[src/rtl/rssi_pkg.sv]
package rssi_pkg;
  localparam int RSSI_W = 5;

  typedef enum logic [1:0] {
    GAIN_FULL = 2'd0,
    GAIN_M20  = 2'd1,
    GAIN_M40  = 2'd2
  } gain_code_e;

  typedef struct packed {
    logic att;
    logic lna;
    logic agc;
  } gain_cfg_t;
endpackage

[src/rtl/rssi_gap_timer.sv]
module rssi_gap_timer #(
  parameter int GAP_CYC = 1200
) (
  input  logic clk_i,
  input  logic rst_ni,
  input  logic load_i,
  output logic ready_o
);
  localparam int CNT_W = (GAP_CYC > 1) ? $clog2(GAP_CYC) : 1;
  localparam logic [CNT_W-1:0] RELOAD = CNT_W'(GAP_CYC - 1);

  logic [CNT_W-1:0] cnt_q;

  always_ff @(posedge clk_i or negedge rst_ni) begin
    if (!rst_ni)           cnt_q <= '0;
    else if (load_i)       cnt_q <= RELOAD;
    else if (cnt_q != '0)  cnt_q <= cnt_q - 1'b1;
  end

  assign ready_o = (cnt_q == '0);

  generate
    if (GAP_CYC > 1) begin : g_gap_chk
      // a fresh measurement must block the next one
      assert_reload_blocks_R10: assert property (@(posedge clk_i) disable iff (!rst_ni)
        load_i |=> !ready_o);
      assert_count_bounded_R5: assert property (@(posedge clk_i) disable iff (!rst_ni)
        cnt_q <= RELOAD);
    end
  endgenerate
endmodule

[src/rtl/rssi_trigger.sv]
module rssi_trigger (
  input  logic clk_i,
  input  logic rst_ni,
  input  logic sop_i,
  input  logic rd_i,
  input  logic ready_i,
  output logic meas_o
);
  logic pend_q, pend_d, req;

  assign req    = rd_i | pend_q;
  // start of packet ignores the rate limit
  assign meas_o = sop_i | (req & ready_i);

  always_comb begin
    pend_d = pend_q;
    if (meas_o)    pend_d = 1'b0;
    else if (rd_i) pend_d = 1'b1;
  end

  always_ff @(posedge clk_i or negedge rst_ni) begin
    if (!rst_ni) pend_q <= 1'b0;
    else         pend_q <= pend_d;
  end

  assert_pending_served_R5: assert property (@(posedge clk_i) disable iff (!rst_ni)
    (pend_q && ready_i) |=> !pend_q);
  assert_reads_merge_R6: assert property (@(posedge clk_i) disable iff (!rst_ni)
    (pend_q && rd_i && !ready_i && !sop_i) |=> pend_q);
  assert_sop_clears_pend_R7: assert property (@(posedge clk_i) disable iff (!rst_ni)
    sop_i |=> !pend_q);
endmodule

[src/rtl/rssi_gain_ctl.sv]
module rssi_gain_ctl
  import rssi_pkg::*;
(
  input  logic       clk_i,
  input  logic       rst_ni,
  input  logic       wr_i,
  input  logic [2:0] wdata_i,
  output logic       agc_en_o,
  output logic       lna_en_o,
  output logic       att_en_o,
  output logic [1:0] gain_code_o
);
  gain_cfg_t  cfg_q;
  gain_code_e code;
  logic [1:0] steps;

  always_ff @(posedge clk_i or negedge rst_ni) begin
    if (!rst_ni)   cfg_q <= '{att: 1'b0, lna: 1'b1, agc: 1'b1};
    else if (wr_i) cfg_q <= gain_cfg_t'(wdata_i);
  end

  // each manual 20 dB step counts once
  assign steps = {1'b0, ~cfg_q.lna} + {1'b0, cfg_q.att};

  always_comb begin
    if (cfg_q.agc) code = GAIN_FULL;
    else           code = gain_code_e'(steps);
  end

  assign agc_en_o    = cfg_q.agc;
  assign lna_en_o    = cfg_q.agc | cfg_q.lna;
  assign att_en_o    = ~cfg_q.agc & cfg_q.att;
  assign gain_code_o = code;

  assert_agc_overrides_R8: assert property (@(posedge clk_i) disable iff (!rst_ni)
    agc_en_o |-> (gain_code_o == 2'd0 && lna_en_o && !att_en_o));
  assert_code_range_R9: assert property (@(posedge clk_i) disable iff (!rst_ni)
    gain_code_o != 2'd3);
  assert_write_lands_R8: assert property (@(posedge clk_i) disable iff (!rst_ni)
    wr_i |=> (agc_en_o == $past(wdata_i[0])));
endmodule

[src/rtl/rssi_ctl.sv]
module rssi_ctl
  import rssi_pkg::*;
#(
  parameter int CLK_PERIOD_NS = 10,
  parameter int GAP_NS        = 12000,
  parameter int RD_W          = 8
) (
  input  logic              clk_i,
  input  logic              rst_ni,
  input  logic [RSSI_W-1:0] sample_i,
  input  logic              sop_i,
  input  logic              rd_i,
  input  logic              wr_i,
  input  logic [2:0]        wdata_i,
  output logic [RD_W-1:0]   rdata_o,
  output logic              agc_en_o,
  output logic              lna_en_o,
  output logic              att_en_o,
  output logic [1:0]        gain_code_o
);
  localparam int GAP_CYC = (GAP_NS + CLK_PERIOD_NS - 1) / CLK_PERIOD_NS;
  localparam int PAD_W   = RD_W - RSSI_W - 1;

  logic              ready, meas;
  logic [RSSI_W-1:0] value_q;
  logic              fresh_q;

  rssi_gap_timer #(.GAP_CYC(GAP_CYC)) u_timer (
    .clk_i   (clk_i),
    .rst_ni  (rst_ni),
    .load_i  (meas),
    .ready_o (ready)
  );

  rssi_trigger u_trig (
    .clk_i   (clk_i),
    .rst_ni  (rst_ni),
    .sop_i   (sop_i),
    .rd_i    (rd_i),
    .ready_i (ready),
    .meas_o  (meas)
  );

  rssi_gain_ctl u_gain (
    .clk_i       (clk_i),
    .rst_ni      (rst_ni),
    .wr_i        (wr_i),
    .wdata_i     (wdata_i),
    .agc_en_o    (agc_en_o),
    .lna_en_o    (lna_en_o),
    .att_en_o    (att_en_o),
    .gain_code_o (gain_code_o)
  );

  always_ff @(posedge clk_i or negedge rst_ni) begin
    if (!rst_ni) begin
      value_q <= '0;
      fresh_q <= 1'b0;
    end else if (meas) begin
      value_q <= sample_i;
      fresh_q <= 1'b1;
    end else if (rd_i) begin
      fresh_q <= 1'b0;
    end
  end

  assign rdata_o = {fresh_q, {PAD_W{1'b0}}, value_q};

  assert_sop_captures_R3: assert property (@(posedge clk_i) disable iff (!rst_ni)
    sop_i |=> (fresh_q && value_q == $past(sample_i)));
  assert_read_clears_R4: assert property (@(posedge clk_i) disable iff (!rst_ni)
    (rd_i && !sop_i && !ready) |=> !fresh_q);
  assert_value_held_R2: assert property (@(posedge clk_i) disable iff (!rst_ni)
    (!sop_i && !ready) |=> $stable(value_q));
endmodule

[config.mk]
export PLATFORM = sky130hd
export DESIGN_NAME = rssi_ctl
export DESIGN_NICKNAME = d
export VERILOG_FILES = /design/src/rtl/rssi_pkg.sv /design/src/rtl/rssi_gap_timer.sv /design/src/rtl/rssi_trigger.sv /design/src/rtl/rssi_gain_ctl.sv /design/src/rtl/rssi_ctl.sv
export SDC_FILE = /design/constraint.sdc
export NUM_CORES = 1
export LEC_CHECK = 0
export BUFFER_PORTS_ARGS = -buffer_cell sky130_fd_sc_hd__buf_2
export CAP_MARGIN = 20
export CORE_MARGIN = 3
export CORE_UTILIZATION = 50
export DETAILED_ROUTE_END_ITERATION = 8
export PLACE_DENSITY = 0.76
export SLEW_MARGIN = 20
export SYNTH_ARGS = -nofsm -noshare
export SYNTH_HDL_FRONTEND = slang
export SYNTH_SLANG_ARGS = --single-unit
[constraint.sdc]
create_clock -name clk_i -period 2.3 [get_ports clk_i]
set_input_delay 0.69 -clock clk_i [delete_from_list [all_inputs] [get_ports clk_i]]
set_output_delay 0.69 -clock clk_i [all_outputs]
set_load 0.005 [all_outputs]
### Word-level counts from Yosys, hierarchy flattened

Cells that the tools add are included.

| cells by class | value |
|---|---|
| bitwise logic cells | 7 |
| reductions and logical operators | 4 |
| add/subtract/negate cells | 2 |
| multiplexer cells | 7 |

Operators by type and width:

| operator | number |
|---|---|
| $mux 11 | 2 |
| $logic_not 11->1 | 1 |
| $reduce_bool 11->1 | 1 |
| $sub 11x1->11 const B | 1 |
| $mux 1 | 4 |
| $reduce_bool 2->1 | 2 |
| $or 1x1->1 | 3 |
| $add 1x1->2 | 1 |
| $and 1x1->1 | 2 |
| $mux 2 | 1 |
| $not 1->1 | 2 |

| word-level totals | value |
|---|---|
| word-level logic and storage cells | 27 |
| bits of input ports | 13 |
| flip-flop bits (word level) | 21 |
| output and inout bits | 13 |

### Depth between registers and ports, before layout

Gate-level depths: netlist of run 1.

| depth | value |
|---|---|
| depth in word-level cells | 4 |
| depth in mapped cells | 8 |
| depth with buffers taken out | 6 |

### By module

From an unflattened synthesis of run 1, not the netlist that was laid out.

| unflattened totals | value |
|---|---|
| cells, all modules | 92 |
| area, all modules | 1067.3 um^2 |

By module, submodules not included:

| module | area each (um^2) | sequential area each (um^2) | times used | cells an instance |
|---|---|---|---|---|
| rssi_gap_timer | 589.3 | 275.3 | 1 | 57 |
| rssi_ctl | 275.3 | 150.1 | 1 | 18 |
| rssi_gain_ctl | 152.6 | 77.6 | 1 | 12 |
| rssi_trigger | 50.0 | 25.0 | 1 | 5 |

### Worst setup path after synthesis of run 1

No wires, ideal clock.

| timing path | value |
|---|---|
| path kind | reg-to-reg |
| start | reg u_timer.cnt_q[0] |
| end | reg value_q[0] |
| arrival time | 1.869 ns |
| library setup time | 0.125 ns |
| stages on the path, launching flop included | 9 |
| period minus slack after synthesis | 1.994 ns |
| slack | 0.306 ns |
| required time | 2.175 ns |
| buffers on the path | 2 |
| cells stage by stage | dfrtp_1 -> inv_1 -> ha_1 -> nor4b_1 -> and3_1 -> buf_2 -> a21o_1 -> buf_6 -> mux2_2 |

| on the way | value |
|---|---|
| cells in the longest elaborated chain, start to end | 3 |

Ends and longest elaborated chain:

| item | line | RTL |
|---|---|---|
| start: declaration | rssi_gap_timer.sv:12 | `logic [CNT_W-1:0] cnt_q;` |
| start signal: assignment | rssi_gap_timer.sv:17 | `else if (cnt_q != '0) cnt_q <= cnt_q - 1'b1;` |
| $logic_not 11->1 | rssi_gap_timer.sv:20 | `assign ready_o = (cnt_q == '0);` |
| $and 1x1->1 | rssi_trigger.sv:13 | `assign meas_o = sop_i \| (req & ready_i);` |
| $or 1x1->1 | rssi_trigger.sv:13 |  |
| end signal: assignment | rssi_ctl.sv:60 | `value_q <= sample_i;` |
| end: declaration | rssi_ctl.sv:25 | `logic [RSSI_W-1:0] value_q;` |

No other way between the ends.
A chain may end at the register's enable or synchronous reset.

### Worst setup path after layout of run 1

| timing path | value |
|---|---|
| start | reg u_gain.cfg_q[1] in the netlist's numbering |
| end | out gain_code_o[0] |

| on the way | value |
|---|---|
| cells in the longest elaborated chain, start to end | 3 |

Ends and longest elaborated chain:

| item | line | RTL |
|---|---|---|
| start: declaration | rssi_gain_ctl.sv:13 | `gain_cfg_t cfg_q;` |
| start signal: assignment | rssi_gain_ctl.sv:18 | `if (!rst_ni) cfg_q <= '{att: 1'b0, lna: 1'b1, agc: 1'b1};` |
| start signal: assignment | rssi_gain_ctl.sv:19 | `else if (wr_i) cfg_q <= gain_cfg_t'(wdata_i);` |
| $not 1->1 | rssi_gain_ctl.sv:23 | `assign steps = {1'b0, ~cfg_q.lna} + {1'b0, cfg_q.att};` |
| $add 1x1->2 | rssi_gain_ctl.sv:23 |  |
| $mux 2 | rssi_gain_ctl.sv:26 | `if (cfg_q.agc) code = GAIN_FULL;` |
| end: declaration | rssi_ctl.sv:19 | `output logic [1:0] gain_code_o` |

No other way between the ends.

==> metrics.txt, run 1 <==
yosys warns 0; Critical R2R Launch u_timer.cnt_q[0]; crit path from u_gain.cfg_q[1]; non-filler cells, final about 140; port bufs 23; total grt overflow 0; Setup Buffers After CTS 0; Int Power 0.507 mW; Post-synth top cells dfrtp_1, mux2_2, inv_1, o21ai_0, nand2_1; critical path peak fanout 2; Max VDD drop 0.000369 V; placed insts roughly 140; initial core utilization a little under three fifths; worst slew pin tran ~0.6 ns; top-area cell type share of the netlist area a little under half; area leader, netlist dfrtp_1; largest net degree at the start of global routing 22; Crit path arrival time 1.40 ns; Vias/cell 5.26; core region area about 1900 um2; syn_area_per_cell between 10 and 15 um2; Main synth FF type dfrtp_1; RSZ-0062 raised after global routing false; setup_tns 0 ns; filler instances approximately 160; Rows 15; Critical Path RT 1.61 ns; max cap viols 0; Skew-Pair Late Insertion Delay approximately 0.29 ns; share of layout cells above drive strength 1 between 30 and 40%; Fin. Hold Viols 0; Global Route Usage Sum 17.2%; Synth async-reset ratio 100%; Hold WC Path Type input port to async pin; worst setup path class flop to primary output; Clk network pwr share 25.8%; Max Fclk between 400 and 500 MHz; post-DP HPWL about 1500 um; Ports 26; initial antenna violation count 0; WL/cell around 13 um; H-tree levels 1; vias in the first global route slightly above 800; reg2reg end value_q[3]; Reg2Reg Setup Slack around 0.22 ns; drt first-iter violations 6; switching share of total power a little under a quarter; DRC 0; register area share after synthesis 50.3%; synth unique cells 35; most common cell in the netlist dfrtp_1; Min Clock Period, post-route 2.09 ns; Num Clock Sinks 21; Slew headroom 59.2%; Post-Syn Area around 1000 um2; antenna fix cells 0; EDFF count, synth 0; CP Capture Type primary output; synth top area cells dfrtp_1, mux2_2, dfstp_2, ha_1, o21ai_0; Die Y-Extent approximately 52 um; Gate Count Post-Synth 94; Reg power frac 60.8%; Leak between 0.5 and 0.6 nW; first-pass GRT wire length 3480 um; part of the power in combinational logic 13.4%; Critical Path Sink gain_code_o[0]; Vias approximately 750; reg2reg path depth 6; switching pwr about 0.16 mW; number of CTS-inserted buffers 3; crit start category flop; root buffer cell clkbuf_4; GPL Wtd Cong 0.802; antenna-violating nets left 0; Worst-path clk slew approximately 0.11 ns; Setup-failing EPs final 0; CTS Buffer Depth 2; status finished clean; DR pass1 iterations 4; count of final max-slew check failures 0; TritonCTS clock tree built; die footprint around 2700 um2; Pwr per Cell Area between 500 and 600 nW/um2; final wirelength about 1900 um; Die Width 51.8 um; # nets final ~140; Yosys reg bits 21; area delta synth->final 14.4%; Worst Skew 0.00319 ns; period utilization about nine tenths; Hold Buf Count CTS 0
[sequential cells by signal (all words and copies together) (netlist names)]
signal	flops
value_q	5
u_trig.pend_q	1
u_gain.cfg_q	2
u_timer.cnt_q	11
u_gain.agc_en_o	1
fresh_q	1
[cell type report]
type / count / area [um2] / share of cell area, %
repair buffers: 24 / 123 / 10.2
flip-flops and latches: 21 / 528 / 44.0
multi-input cells: 63 / 470 / 39.2
clock buffers: 4 / 26.3 / 2.19
well taps: 25 / 31.3 / 2.60
inverters: 6 / 22.5 / 1.88
[placed cells by master (no fill, tap or decap), types with 3 or more instances in the layout]
master     n
clkbuf_4   3
nand3_1    3
dfrtp_1   19
mux2_2     8
a21oi_1    3
nand2_1    4
o21ai_0    6
inv_1      6
nor3_1     3
buf_2     23
nor2b_1    3
ha_1       3
[cell families after synthesis]
group                      after synthesis  synth area share, %
AOI/OAI and AO/OA                       17                 11.4
xor gates and xnor gates                 1                0.834
adders and majority gates                3                 3.58
buffers and inverters                   11                 5.84
DFF                                     21                 50.3
muxes                                    8                 8.58
other                                    1                0.357
and+or+nand+nor                         32                 19.1
[critical path, stage by stage, from the launching register on]
cell     delay [ns]
dfstp_2        0.55
inv_1          0.05
ha_1           0.27
nor2b_1        0.12
buf_2          0.12
[how the worst min path moves through the flow]
stage                     depth (start not counted)          endpoint  slack [ns]        from
after floorplan                                   0           fresh_q        0.39      rst_ni
after global placement                            1        value_q[0]        0.49  value_q[0]
after detailed placement                          1        value_q[2]        0.49  value_q[2]
after CTS                                         1  u_timer.cnt_q[6]        0.34      rst_ni
after global routing                              1  u_timer.cnt_q[6]        0.33      rst_ni
final                                             1  u_timer.cnt_q[3]        0.33      rst_ni
[power groups by stage]
stage	sequential, mW	combinational (mW)	clock (mW)
6_report	0.404	0.0893	0.171
5_1_grt	0.409	0.103	0.199
4_1_cts	0.404	0.0917	0.179
3_5_place_dp	0.411	0.0915	0
3_3_place_gp	0.410	0.0866	0
2_1_floorplan	0.411	0.0493	0
[metal layers]
| metal | track usage, % | routed length (um) | vias to the layer above |
|---|---|---|---|
| li1 | - | - | 378 |
| met1 | 20.9 | 809 | 360 |
| met2 | 30.1 | 1020 | 12 |
| met3 | 3.44 | 61 | 2 |
| met4 | 5.24 | 14 | 0 |
| met5 | 0 | 0 | - |
[stage by stage]
stage	area (um2)	hold WS (ns)	utilization, %	worst slack [ns]	total power [mW]
after floorplan	1050	0.394	-	0.306	0.460
after global placement	1170	0.488	62.9	0.173	0.497
after detailed placement	1170	0.489	62.9	0.0719	0.503
after CTS	1190	0.338	64.3	0.0410	0.675
after global routing	1200	0.334	64.6	0.0453	0.710
final	1200	0.326	64.6	0.213	0.665
[repair_timing]
action                                  in CTS  in global routing
endpoints found under the hold margin        0                  0
endpoints found under the setup margin       0                  9
gates resized for setup                      0                  1
No activity file was read; power rests on OpenSTA's default activity.
==> run 2: changes to the inputs <==
--- a/config.mk
+++ b/config.mk
@@ -7,6 +7,7 @@
 export LEC_CHECK = 0
 export BUFFER_PORTS_ARGS = -buffer_cell sky130_fd_sc_hd__buf_2
 export CAP_MARGIN = 20
+export CORE_ASPECT_RATIO = 0.7
 export CORE_MARGIN = 3
 export CORE_UTILIZATION = 50
 export DETAILED_ROUTE_END_ITERATION = 8
==> metrics.txt, run 2 (synthesis gave the netlist of run 1 again) <==
DRC 0 (unchanged); filler instances 170 (was 158); post-cts gate resize count 0 (unchanged); GPL Wtd Cong 0.853 (was 0.802); core region area 1920 um2 (was 1860 um2); Worst-path clk slew 0.12 ns (was 0.11 ns); Crit path arrival time 1.41 ns (was 1.40 ns); H-tree levels 1 (unchanged); DR pass1 iterations 4 (unchanged); crit start category flop (unchanged); CP Depth 4 (unchanged); Pwr per Cell Area 560 nW/um2 (was 553 nW/um2); crit-path max cell delay 0.55 ns (about the same); CP bufs+invs 2 (unchanged); most frequent cells in the layout buf_2, dfrtp_1, mux2_2 (unchanged); vias in the first global route 754 (was 810); Reg2Reg Setup Slack 0.22 ns (about the same); Crit-path slowest cell dfstp_2 (unchanged); DP Area 1160 um2 (was 1170 um2); critical path peak fanout 2 (unchanged); reg2reg end value_q[2] (was value_q[3]); CTS Buffer Depth 2 (unchanged); post-DP HPWL 1500 um (was 1510 um); max cap viols 0 (unchanged); max reg flops 11 (unchanged); initial antenna violation count 0 (unchanged); antenna-violating nets left 0 (unchanged); final wirelength 1930 um (was 1910 um); Skew-Pair Late Insertion Delay 0.31 ns (was 0.29 ns); Max VDD drop 0.000457 V (was 0.000369 V); Fin. Hold Viols 0 (unchanged); Final Cell Area 1200 um2 (about the same); Top Registers u_timer.cnt_q x11, value_q x5, u_gain.cfg_q x2 (unchanged); Leak 0.522 nW (about the same); Die Y-Extent 44.3 um (was 51.8 um); port bufs 23 (unchanged); TritonCTS clock tree built (unchanged); Ports 26 (unchanged); area delta synth->final 14.8% (was 14.4%); status finished clean (unchanged); Most flops, register u_timer.cnt_q (unchanged); initial core utilization 54.7% (was 56.5%); Worst Skew 0.0115 ns (was 0.00319 ns); Vias/cell 5.52 (was 5.26); commonest non-fill, non-tap cell in the layout buf_2 (unchanged); crit path from u_gain.cfg_q[1] (unchanged); first-pass GRT wire length 3260 um (was 3480 um); Vias 773 (was 752); total power draw 0.675 mW (was 0.665 mW); Setup-failing EPs final 0 (unchanged); share of layout cells above drive strength 1 40.7% (was 39.0%); Critical Path RT 1.61 ns (about the same); Max Fclk 477 MHz (was 479 MHz); drt first-iter violations 16 (was 6); setup_tns 0 ns (unchanged); Num Clock Sinks 21 (unchanged); worst setup path class flop to primary output (unchanged); Hold WC Path Type input port to async pin (unchanged); count of final max-slew check failures 0 (unchanged); cell family with most CP delay flip-flops (unchanged); Global Route Usage Sum 16.5% (was 17.2%); # nets final 135 (unchanged); reg2reg path depth 6 (unchanged); antenna fix cells 0 (unchanged); Critical Path Sink gain_code_o[0] (unchanged); Rows 13 (was 15); root buffer cell clkbuf_4 (unchanged); Critical R2R Launch u_timer.cnt_q[0] (unchanged); largest net degree at the start of global routing 22 (unchanged); cells along the critical path inv_1 > ha_1 > nor2b_1 > buf_2 (unchanged); Setup Buffers After CTS 0 (unchanged); Hold Buf Count CTS 0 (unchanged); Min Clock Period, post-route 2.10 ns (was 2.09 ns); total grt overflow 0 (unchanged); die footprint 2690 um2 (about the same); CP Capture Type primary output (unchanged); RSZ-0062 raised after global routing false (unchanged); period utilization 91.2% (was 90.7%); number of CTS-inserted buffers 3 (unchanged); WL/cell 13.8 um (was 13.3 um); Die Width 60.8 um (was 51.8 um)
==> run 2: worst min path at each step <==
stage / startpoint / end / slack, ns / depth (start not counted)
CTS: rst_ni / u_timer.cnt_q[0] / 0.32 / 1
finish: rst_ni / u_timer.cnt_q[9] / 0.31 / 1
global route: rst_ni / u_timer.cnt_q[0] / 0.32 / 1
floorplan: rst_ni / fresh_q / 0.39 / 0
global placement: value_q[3] / value_q[3] / 0.49 / 1
detailed placement: value_q[1] / value_q[1] / 0.50 / 1
==> run 2: report_power, final <==
part	switching [mW]	internal [mW]	leakage, nW
combinational	0.0405	0.0464	0.272
clock	0.116	0.0665	0.0139
sequential	0.0134	0.392	0.235
total	0.170	0.505	0.522
==> run 2: final cells by class <==
class	instances	area, um2	share of cell area, %
Sequential cell	21	528	43.8
Timing Repair Buffer	24	123	10.2
Clock inverter	1	7.51	0.623
Inverter	6	22.5	1.87
Clock buffer	3	22.5	1.87
Tap cell	22	27.5	2.28
Multi-Input combinational cell	63	474	39.4
==> run 2: routing by layer <==
layer | vias to the layer above | track usage (%) | share of wire [%]
met4 | 0 | 3.46 | 0.57
met2 | 28 | 26.7 | 47
li1 | 377 | - | -
met3 | 2 | 6.41 | 5.8
met5 | - | 0 | 0
met1 | 366 | 21.1 | 47
==> run 2: through the flow <==
stage	util (%)	std cells	worst slack, ns	hold slack (ns)
after floorplan	-	95	0.306	0.394
after global placement	60.7	136	0.244	0.486
after detailed placement	60.7	136	0.0441	0.498
after CTS	62.3	140	0.0285	0.321
after global routing	62.8	140	0.0990	0.324
final	62.8	140	0.202	0.308
